`src/rtl/cfg_addr_pkg.sv`:
```
package cfg_addr_pkg;

    parameter int CFG_BUS_W   = 8;
    parameter int CFG_DEVFN_W = 8;
    parameter int CFG_REG_W   = 8;
    parameter int CFG_FUNC_W  = 3;
    parameter int CFG_ADDR_W  = 24;
    parameter int CFG_MAP_W   = 16;

    // highest slot whose select bit still fits in the window offset
    parameter int CFG_LOW_SLOT_MAX = 12;
    // first offset bit used for a type 0 device select
    parameter int CFG_SEL_BASE     = 11;
    // first map bit used for a type 0 device select
    parameter int CFG_MAP_SEL_BASE = 8;

    localparam logic [2:0] CFG_TYPE_CODE = 3'b101;

    typedef enum logic {
        CYC_TYPE0 = 1'b0,
        CYC_TYPE1 = 1'b1
    } cyc_kind_e;

endpackage

```
`src/rtl/cfg_type0_sel.sv`:
```
module cfg_type0_sel
    import cfg_addr_pkg::*;
#(
    parameter int SLOT_W       = 5,
    parameter int ADDR_W       = CFG_ADDR_W,
    parameter int MAP_W        = CFG_MAP_W,
    parameter int LOW_MAX      = CFG_LOW_SLOT_MAX,
    parameter int SEL_BASE     = CFG_SEL_BASE,
    parameter int MAP_SEL_BASE = CFG_MAP_SEL_BASE
) (
    input  logic [SLOT_W-1:0] slot_i,
    output logic [ADDR_W-1:0] addr_sel_o,
    output logic [MAP_W-1:0]  map_sel_o
);

    localparam int NSLOT    = 1 << SLOT_W;
    localparam int HIGH_MIN = LOW_MAX + 1;

    // one comparator per offset bit: low slots land in the offset
    for (genvar b = 0; b < ADDR_W; b++) begin : g_abit
        if (b >= SEL_BASE && b <= SEL_BASE + LOW_MAX) begin : g_sel
            assign addr_sel_o[b] = (slot_i == SLOT_W'(b - SEL_BASE));
        end else begin : g_zero
            assign addr_sel_o[b] = 1'b0;
        end
    end

    // high slots land in the map word; those past its top are dropped
    for (genvar b = 0; b < MAP_W; b++) begin : g_mbit
        if (b >= MAP_SEL_BASE && (b - MAP_SEL_BASE + HIGH_MIN) < NSLOT) begin : g_sel
            assign map_sel_o[b] = (slot_i == SLOT_W'(b - MAP_SEL_BASE + HIGH_MIN));
        end else begin : g_zero
            assign map_sel_o[b] = 1'b0;
        end
    end

endmodule

```
`src/rtl/cfg_type1_fmt.sv`:
```
module cfg_type1_fmt
    import cfg_addr_pkg::*;
#(
    parameter int BUS_W   = CFG_BUS_W,
    parameter int DEVFN_W = CFG_DEVFN_W,
    parameter int REG_W   = CFG_REG_W,
    parameter int ADDR_W  = CFG_ADDR_W
) (
    input  logic [BUS_W-1:0]   bus_i,
    input  logic [DEVFN_W-1:0] devfn_i,
    input  logic [REG_W-1:0]   reg_i,
    output logic [ADDR_W-1:0]  addr_o
);

    localparam int PACK_W = BUS_W + DEVFN_W + REG_W;
    localparam int PAD_W  = (ADDR_W > PACK_W) ? ADDR_W - PACK_W : 0;

    if (PAD_W > 0) begin : g_pad
        assign addr_o = {{PAD_W{1'b0}}, bus_i, devfn_i, reg_i};
    end else begin : g_fit
        logic [PACK_W-1:0] packed_w;
        assign packed_w = {bus_i, devfn_i, reg_i};
        assign addr_o   = packed_w[ADDR_W-1:0];
    end

endmodule

```
`src/rtl/cfg_addr_gen.sv`:
```
module cfg_addr_gen
    import cfg_addr_pkg::*;
#(
    parameter int BUS_W   = CFG_BUS_W,
    parameter int DEVFN_W = CFG_DEVFN_W,
    parameter int REG_W   = CFG_REG_W,
    parameter int FUNC_W  = CFG_FUNC_W,
    parameter int ADDR_W  = CFG_ADDR_W,
    parameter int MAP_W   = CFG_MAP_W
) (
    input  logic               clk,
    input  logic               rst_n,
    input  logic               req_i,
    input  logic [BUS_W-1:0]   bus_i,
    input  logic [DEVFN_W-1:0] devfn_i,
    input  logic [REG_W-1:0]   reg_i,
    output logic               valid_o,
    output logic [ADDR_W-1:0]  addr_o,
    output logic [MAP_W-1:0]   map_o,
    output logic               kind_o
);

    localparam int SLOT_W   = DEVFN_W - FUNC_W;
    localparam int SEL_LO   = CFG_SEL_BASE;
    localparam int MSEL_LO  = 4;

    typedef struct packed {
        logic              valid;
        cyc_kind_e         kind;
        logic [ADDR_W-1:0] addr;
        logic [MAP_W-1:0]  map;
    } gen_state_t;

    gen_state_t st_d, st_q;

    logic [SLOT_W-1:0] slot_w;
    logic [FUNC_W-1:0] func_w;
    logic [ADDR_W-1:0] t0_sel_w;
    logic [MAP_W-1:0]  t0_map_sel_w;
    logic [ADDR_W-1:0] t1_addr_w;

    assign slot_w = devfn_i[DEVFN_W-1:FUNC_W];
    assign func_w = devfn_i[FUNC_W-1:0];

    cfg_type0_sel #(
        .SLOT_W (SLOT_W),
        .ADDR_W (ADDR_W),
        .MAP_W  (MAP_W)
    ) u_type0 (
        .slot_i     (slot_w),
        .addr_sel_o (t0_sel_w),
        .map_sel_o  (t0_map_sel_w)
    );

    cfg_type1_fmt #(
        .BUS_W   (BUS_W),
        .DEVFN_W (DEVFN_W),
        .REG_W   (REG_W),
        .ADDR_W  (ADDR_W)
    ) u_type1 (
        .bus_i   (bus_i),
        .devfn_i (devfn_i),
        .reg_i   (reg_i),
        .addr_o  (t1_addr_w)
    );

    always_comb begin
        st_d       = st_q;
        st_d.valid = req_i;
        if (req_i) begin
            st_d.map      = '0;
            st_d.map[3:1] = CFG_TYPE_CODE;
            if (bus_i != '0) begin
                st_d.kind   = CYC_TYPE1;
                st_d.map[0] = 1'b1;
                st_d.addr   = t1_addr_w;
            end else begin
                st_d.kind   = CYC_TYPE0;
                st_d.map[0] = 1'b0;
                st_d.map    = st_d.map | t0_map_sel_w;
                st_d.addr   = t0_sel_w;
                st_d.addr[REG_W +: FUNC_W] = func_w;
                st_d.addr[REG_W-1:0]       = reg_i;
            end
        end
    end

    always_ff @(posedge clk or negedge rst_n) begin
        if (!rst_n) begin
            st_q <= '0;
        end else begin
            st_q <= st_d;
        end
    end

    assign valid_o = st_q.valid;
    assign kind_o  = st_q.kind;
    assign addr_o  = st_q.addr;
    assign map_o   = st_q.map;


    req_to_valid_chk: assert property (@(posedge clk) disable iff (!rst_n)
        req_i |=> valid_o);


    idle_no_valid_chk: assert property (@(posedge clk) disable iff (!rst_n)
        !req_i |=> !valid_o);


    hold_outputs_chk: assert property (@(posedge clk) disable iff (!rst_n)
        !req_i |=> ($stable(addr_o) && $stable(map_o) && $stable(kind_o)));


    type_code_chk: assert property (@(posedge clk) disable iff (!rst_n)
        valid_o |-> (map_o[3:1] == 3'b101));


    passthru_kind_chk: assert property (@(posedge clk) disable iff (!rst_n)
        valid_o |-> (map_o[0] == kind_o));


    one_select_chk: assert property (@(posedge clk) disable iff (!rst_n)
        (valid_o && !kind_o) |-> $onehot0({addr_o[ADDR_W-1:SEL_LO], map_o[MAP_W-1:MSEL_LO]}));


    t1_map_clean_chk: assert property (@(posedge clk) disable iff (!rst_n)
        (valid_o && kind_o) |-> (map_o[MAP_W-1:MSEL_LO] == '0));

endmodule

```
`config.mk`:
```
export PLATFORM = sky130hd
export DESIGN_NAME = cfg_addr_gen
export DESIGN_NICKNAME = d
export VERILOG_FILES = /design/src/rtl/cfg_addr_pkg.sv /design/src/rtl/cfg_type0_sel.sv /design/src/rtl/cfg_type1_fmt.sv /design/src/rtl/cfg_addr_gen.sv
export SDC_FILE = /design/constraint.sdc
export NUM_CORES = 1
export LEC_CHECK = 0
export BUFFER_PORTS_ARGS = -buffer_cell sky130_fd_sc_hd__clkbuf_2
export CAP_MARGIN = 20
export CORE_MARGIN = 4
export CORE_UTILIZATION = 34
export DETAILED_ROUTE_END_ITERATION = 6
export GPL_TIMING_DRIVEN = 0
export MAX_ROUTING_LAYER = met4
export PLACE_DENSITY = 0.71
export SYNTH_ARGS = -nofsm -noshare
export SYNTH_HDL_FRONTEND = slang
export SYNTH_SLANG_ARGS = --single-unit
```
`constraint.sdc`:
```
create_clock -name clk -period 0.98 [get_ports clk]
set_input_delay 0.049 -clock clk [delete_from_list [all_inputs] [get_ports clk]]
set_output_delay 0.049 -clock clk [all_outputs]
set_load 0.01 [all_outputs]
```
**After elaboration in Yosys (flattened, before gate mapping)**

Cells that the tools add are included.

- Equality and inequality tests: 20
- Mux-type cells: 3
- Reduce and logical (&&, ||, !) cells: 2

Operators with widths:

| kind | count |
|---|---|
| $eq 5x4->1 const B | 8 |
| $eq 5x5->1 const B | 5 |
| $mux 25 | 1 |
| $eq 5x3->1 const B | 4 |
| $mux 15 | 1 |
| $eq 5x2->1 const B | 2 |
| $reduce_bool 8->1 | 1 |
| $eq 5x1->1 const B | 1 |
| $logic_not 5->1 | 1 |
| $mux 1 | 1 |

- Flip-flop bits (word level): 42
- Bits of input ports: 27
- Output and inout bits: 42
- Word-level logic and storage cells: 29

**Depth between registers and ports, before layout**

- Depth after elaboration: 2
- Depth in mapped cells: 5
- Mapped depth without buffers: 3

**Modules after synthesis**

Synthesis repeated with hierarchy kept, for this count alone.

- Cell total of the unflattened synthesis: 287
- Area, all modules: 2412.3 µm²

Modules (own cells, without submodules):

| module | instances | cells each | area each (µm²) | sequential area each (µm²) |
|---|---|---|---|---|
| cfg_addr_gen | 1 | 208 | 1905.6 | 1026.0 |
| cfg_type0_sel | 1 | 55 | 326.6 | 0.0 |
| cfg_type1_fmt | 1 | 24 | 180.2 | 0.0 |

**Worst setup path before layout**

Ideal clock, no wire load.

- Path kind: in2reg
- Start: in bus_i[3]
- End: reg st_q (netlist bit addr_o[15])
- Setup time: 0.066 ns
- Data arrival time: 1.081 ns
- Required time: 0.914 ns
- Path slack: -0.167 ns
- Cell stages on the path: 3
- Cell sequence: or4_4 -> nor4b_4 -> a221o_1

- Cells in the longest elaborated chain, start to end: 2

Ends and longest elaborated chain:

| item | RTL line | RTL |
|---|---|---|
| from (decl) | cfg_addr_gen.sv:14 | `input logic [BUS_W-1:0] bus_i,` |
| $reduce_bool 8->1 | cfg_addr_gen.sv:73 | `if (bus_i != '0) begin` |
| $mux 25 | cfg_addr_gen.sv:73 |  |
| to (signal assigned) | cfg_addr_gen.sv:92 | `st_q <= st_d;` |
| to (decl) | cfg_addr_gen.sv:34 | `gen_state_t st_d, st_q;` |

Every way passes these cells.
A chain may end at the register's enable or synchronous reset.

**Final worst setup path**

- Start: in bus_i[4]
- End: reg st_q (netlist bit addr_o[15])

The elaborated chain is that of the path after synthesis.

==> out/results.txt <==
Htree depth - 2
Clock-pin slew on the worst setup and hold paths - 0.06 ns
Synthesized area per cell - 13.1 um2
Clk sink count - 35
DR pass1 iterations - 4
EDFF count, synth - 0
Buf+Inv Stages, Crit Path - 1
Die area - 5770 um2
I/O Buffers - 63
Post-Syn Instances - 120
Dpl hpwl - 2.87 mm
Final net count - 234
Min-delay worst type - in -> async
Yosys warning count - 0
Initial antenna violation count - 0
Die Wd - 76.0 um
Vias/cell - 4.90
Post-synth ARST share - 1.00
Slowest stage delay, CP - 0.58 ns
Max-slew violations - 0
Core Footprint - 4410 um2
GRT Total Usage - 0.141
Pre-CTS setup slack - -0.421 ns
CP Cell Sequence - buf_8 > or4_4 > nor4b_4 > a221o_1
TritonCTS Buffers - 5
Crit path max-delay family - simple AND/OR/NAND/NOR gates
Area grow syn2layout - 41.2%
Final Hold Fails - 35
Unrepaired setup endpoints after global routing - true
Rows - 24
Synth Area in XOR/XNOR - 0
GPL Wtd Cong - 0.768
Hold slack - -0.133 ns
Adder-Cell Fraction of Synth Area - 0
Cell Pwr Density - 1400 nW/um2
Critical Path AT - 1.29 ns
Largest net degree at the start of global routing - 36
Largest area contributor in the synthesized netlist - dfrtp_1
Via count - 1264
Worst Setup Slack, final - -0.0927 ns
Worst vdd ir - 0.705 mV
Fmax - 0.932 GHz
Failing checks - negative hold slack, negative setup slack
Mux share of post-synthesis cell area - 0.131
Slew margin rel. - 0.439
Crit. End Element - register
Antenna cells - 0
Crit Path Category - in -> reg
Worst slew pin tran - 0.842 ns
Most common library cells after synthesis - dfrtp_1, mux2_2, o21ai_0
Starting DRC count in detailed routing - 41
Compound-Gate Fraction of Synth Area - 0.123
Starting Density - 0.356
DRT antenna net count - 0
Overflow after GRT - 0
Top cells by area, synth - dfrtp_1, mux2_2, mux2i_1, o2bb2ai_1, buf_4
Crit. Startpoint - bus_i[4]
Share of cells above drive strength 1 - 0.505
Reg2Reg Setup Slack - -0.02 ns
CP Max Fanout - 4
Most common cell in the synthesized netlist - dfrtp_1
Clk root buf - clkbuf_8
Slowest cell on the critical path - or4_4
Max Cap Violations - 0
Clock skew - 0 ns
Simple-gate area share of the yosys netlist - 0.140
I/O pin count - 69
Drt total wl - 3.85 mm
Sequential share of the synthesized area - 0.557
Vias in the first global route - 1320
Post-Syn Area - 1570 um2
TritonCTS clock tree - done
DIE HEIGHT - 76.0 um
Largest family of logic cells by synthesized area - simple AND/OR/NAND/NOR gates
Status - finished with violations
Seq cells post-synth - 35
Tot Pwr - 3.10 mW
Final setup viols - 5
Synth top area share - 0.557
Synth Flop Type - dfrtp_1
Leakage power - 1.07 nW
Fin crit period - 1.07 ns
Reg2reg start - addr_o[11]
Final period util - 1.09
Clock tree buffer depth - 2
Post-synth cell types - 31
Routed len/inst - 14.9 um
Residual DRC - 0
First-pass GRT wire length - 6.40 mm
CP required - 1.20 ns
Worst skew pair latency - 0.28 ns
Startpoint types - input port
-- final timing paths --
| check | end | cells after the start |
|---|---|---|
| worst max register to register | addr_o[11] | 3 |
| worst min register to register | map_o[10] | 1 |
| worst min-delay path | addr_o[4] | 1 |
| worst max-delay path | addr_o[15] | 4 |
| max in group asynchronous | addr_o[15] | 1 |
| min in group clk | addr_o[10] | 2 |
-- stage by stage --
| step | cell area (um2) | util | cells | setup TNS, ns |
|---|---|---|---|---|
| after floorplan | 1590 | - | 124 | -0.632 |
| after global placement | 1970 | 0.446 | 239 | -8.52 |
| after detailed placement | 1970 | 0.446 | 239 | -9.45 |
| after CTS | 2170 | 0.491 | 255 | -0.373 |
| after global routing | 2220 | 0.503 | 258 | -0.557 |
| final | 2220 | 0.503 | 258 | -0.352 |
-- cell families (layout without fill, tap and decap cells) --
logic type             count (synthesis)  count (layout)
AND/OR/NAND/NOR                       27              27
AO/OA/AOI/OAI                         26              26
other                                  1               5
flip-flops                            35              35
multiplexers                          19              19
buffers and inverters                 12              94
-- power breakdown --
group	switching [mW]	internal (mW)	leakage [nW]
Sequential	0.0504	1.55	0.426
Clock	0.452	0.473	0.0371
Combinational	0.288	0.286	0.603
Total	0.791	2.31	1.07
-- layout by cell type (no fill, tap or decap) --
cell type	netlist	final
buf_4	7	11
nor4b_1	2	1
or4_4	2	2
buf_2	2	1
buf_6	0	1
dlygate4sd3_1	0	10
nor4b_4	1	1
a21bo_2	1	1
nor2b_1	5	5
dfrtp_1	35	35
nor2_1	1	1
a41oi_1	1	1
and2_1	1	1
o211ai_1	3	3
a221o_1	2	2
a21o_2	1	1
or2_2	2	2
clkbuf_1	2	2
o21ai_1	0	1
nand2_1	3	3
nand3_1	1	1
o2bb2ai_1	7	7
o21ai_0	8	7
a22o_1	1	1
a21o_1	1	1
nor4_1	1	1
inv_1	1	1
mux2i_1	7	7
clkbuf_2	0	59
nor4_4	2	2
nand2b_1	2	2
buf_8	0	1
nand4_1	4	4
mux2_2	12	12
clkbuf_8	0	8
a21oi_2	0	1
nor4b_2	0	1
conb_1	1	5
-- timing repair --
action | in CTS | in global routing
endpoints found under the hold margin | 44 | 36
resized for setup | 4 | 10
pin swaps | 7 | 6
hold buffers | 9 | 1
setup endpoints to repair | 17 | 6
setup buffers | 3 | 2
-- sequential cells by signal, indices dropped and copies added, names as in the netlist --
| signal | cells |
|---|---|
| addr_o | 24 |
| map_o | 10 |
| valid_o | 1 |
-- cell type report --
cell class / instances / area, um2
Tap cell: 52 / 65.1
Buffer: 9 / 58.8
Fill cell: 411 / 2200
Clock buffer: 6 / 72.6
Sequential cell: 35 / 876
Inverter: 1 / 3.75
Timing Repair Buffer: 78 / 495
Multi-Input combinational cell: 77 / 647
-- metal layers --
| layer | routed length [um] | track usage |
|---|---|---|
| met1 | 1760 | 0.179 |
| met2 | 1790 | 0.206 |
| met3 | 246 | 0.0532 |
| met4 | 55 | 0.0480 |
| met5 | 0 | - |
-- worst reg2reg max path, cell delays in order (launching register included) --
cell,delay [ns]
dfrtp_1,0.37
nor2b_1,0.13
a41oi_1,0.16
a21bo_2,0.24
No activity file was read; power rests on OpenSTA's default activity.
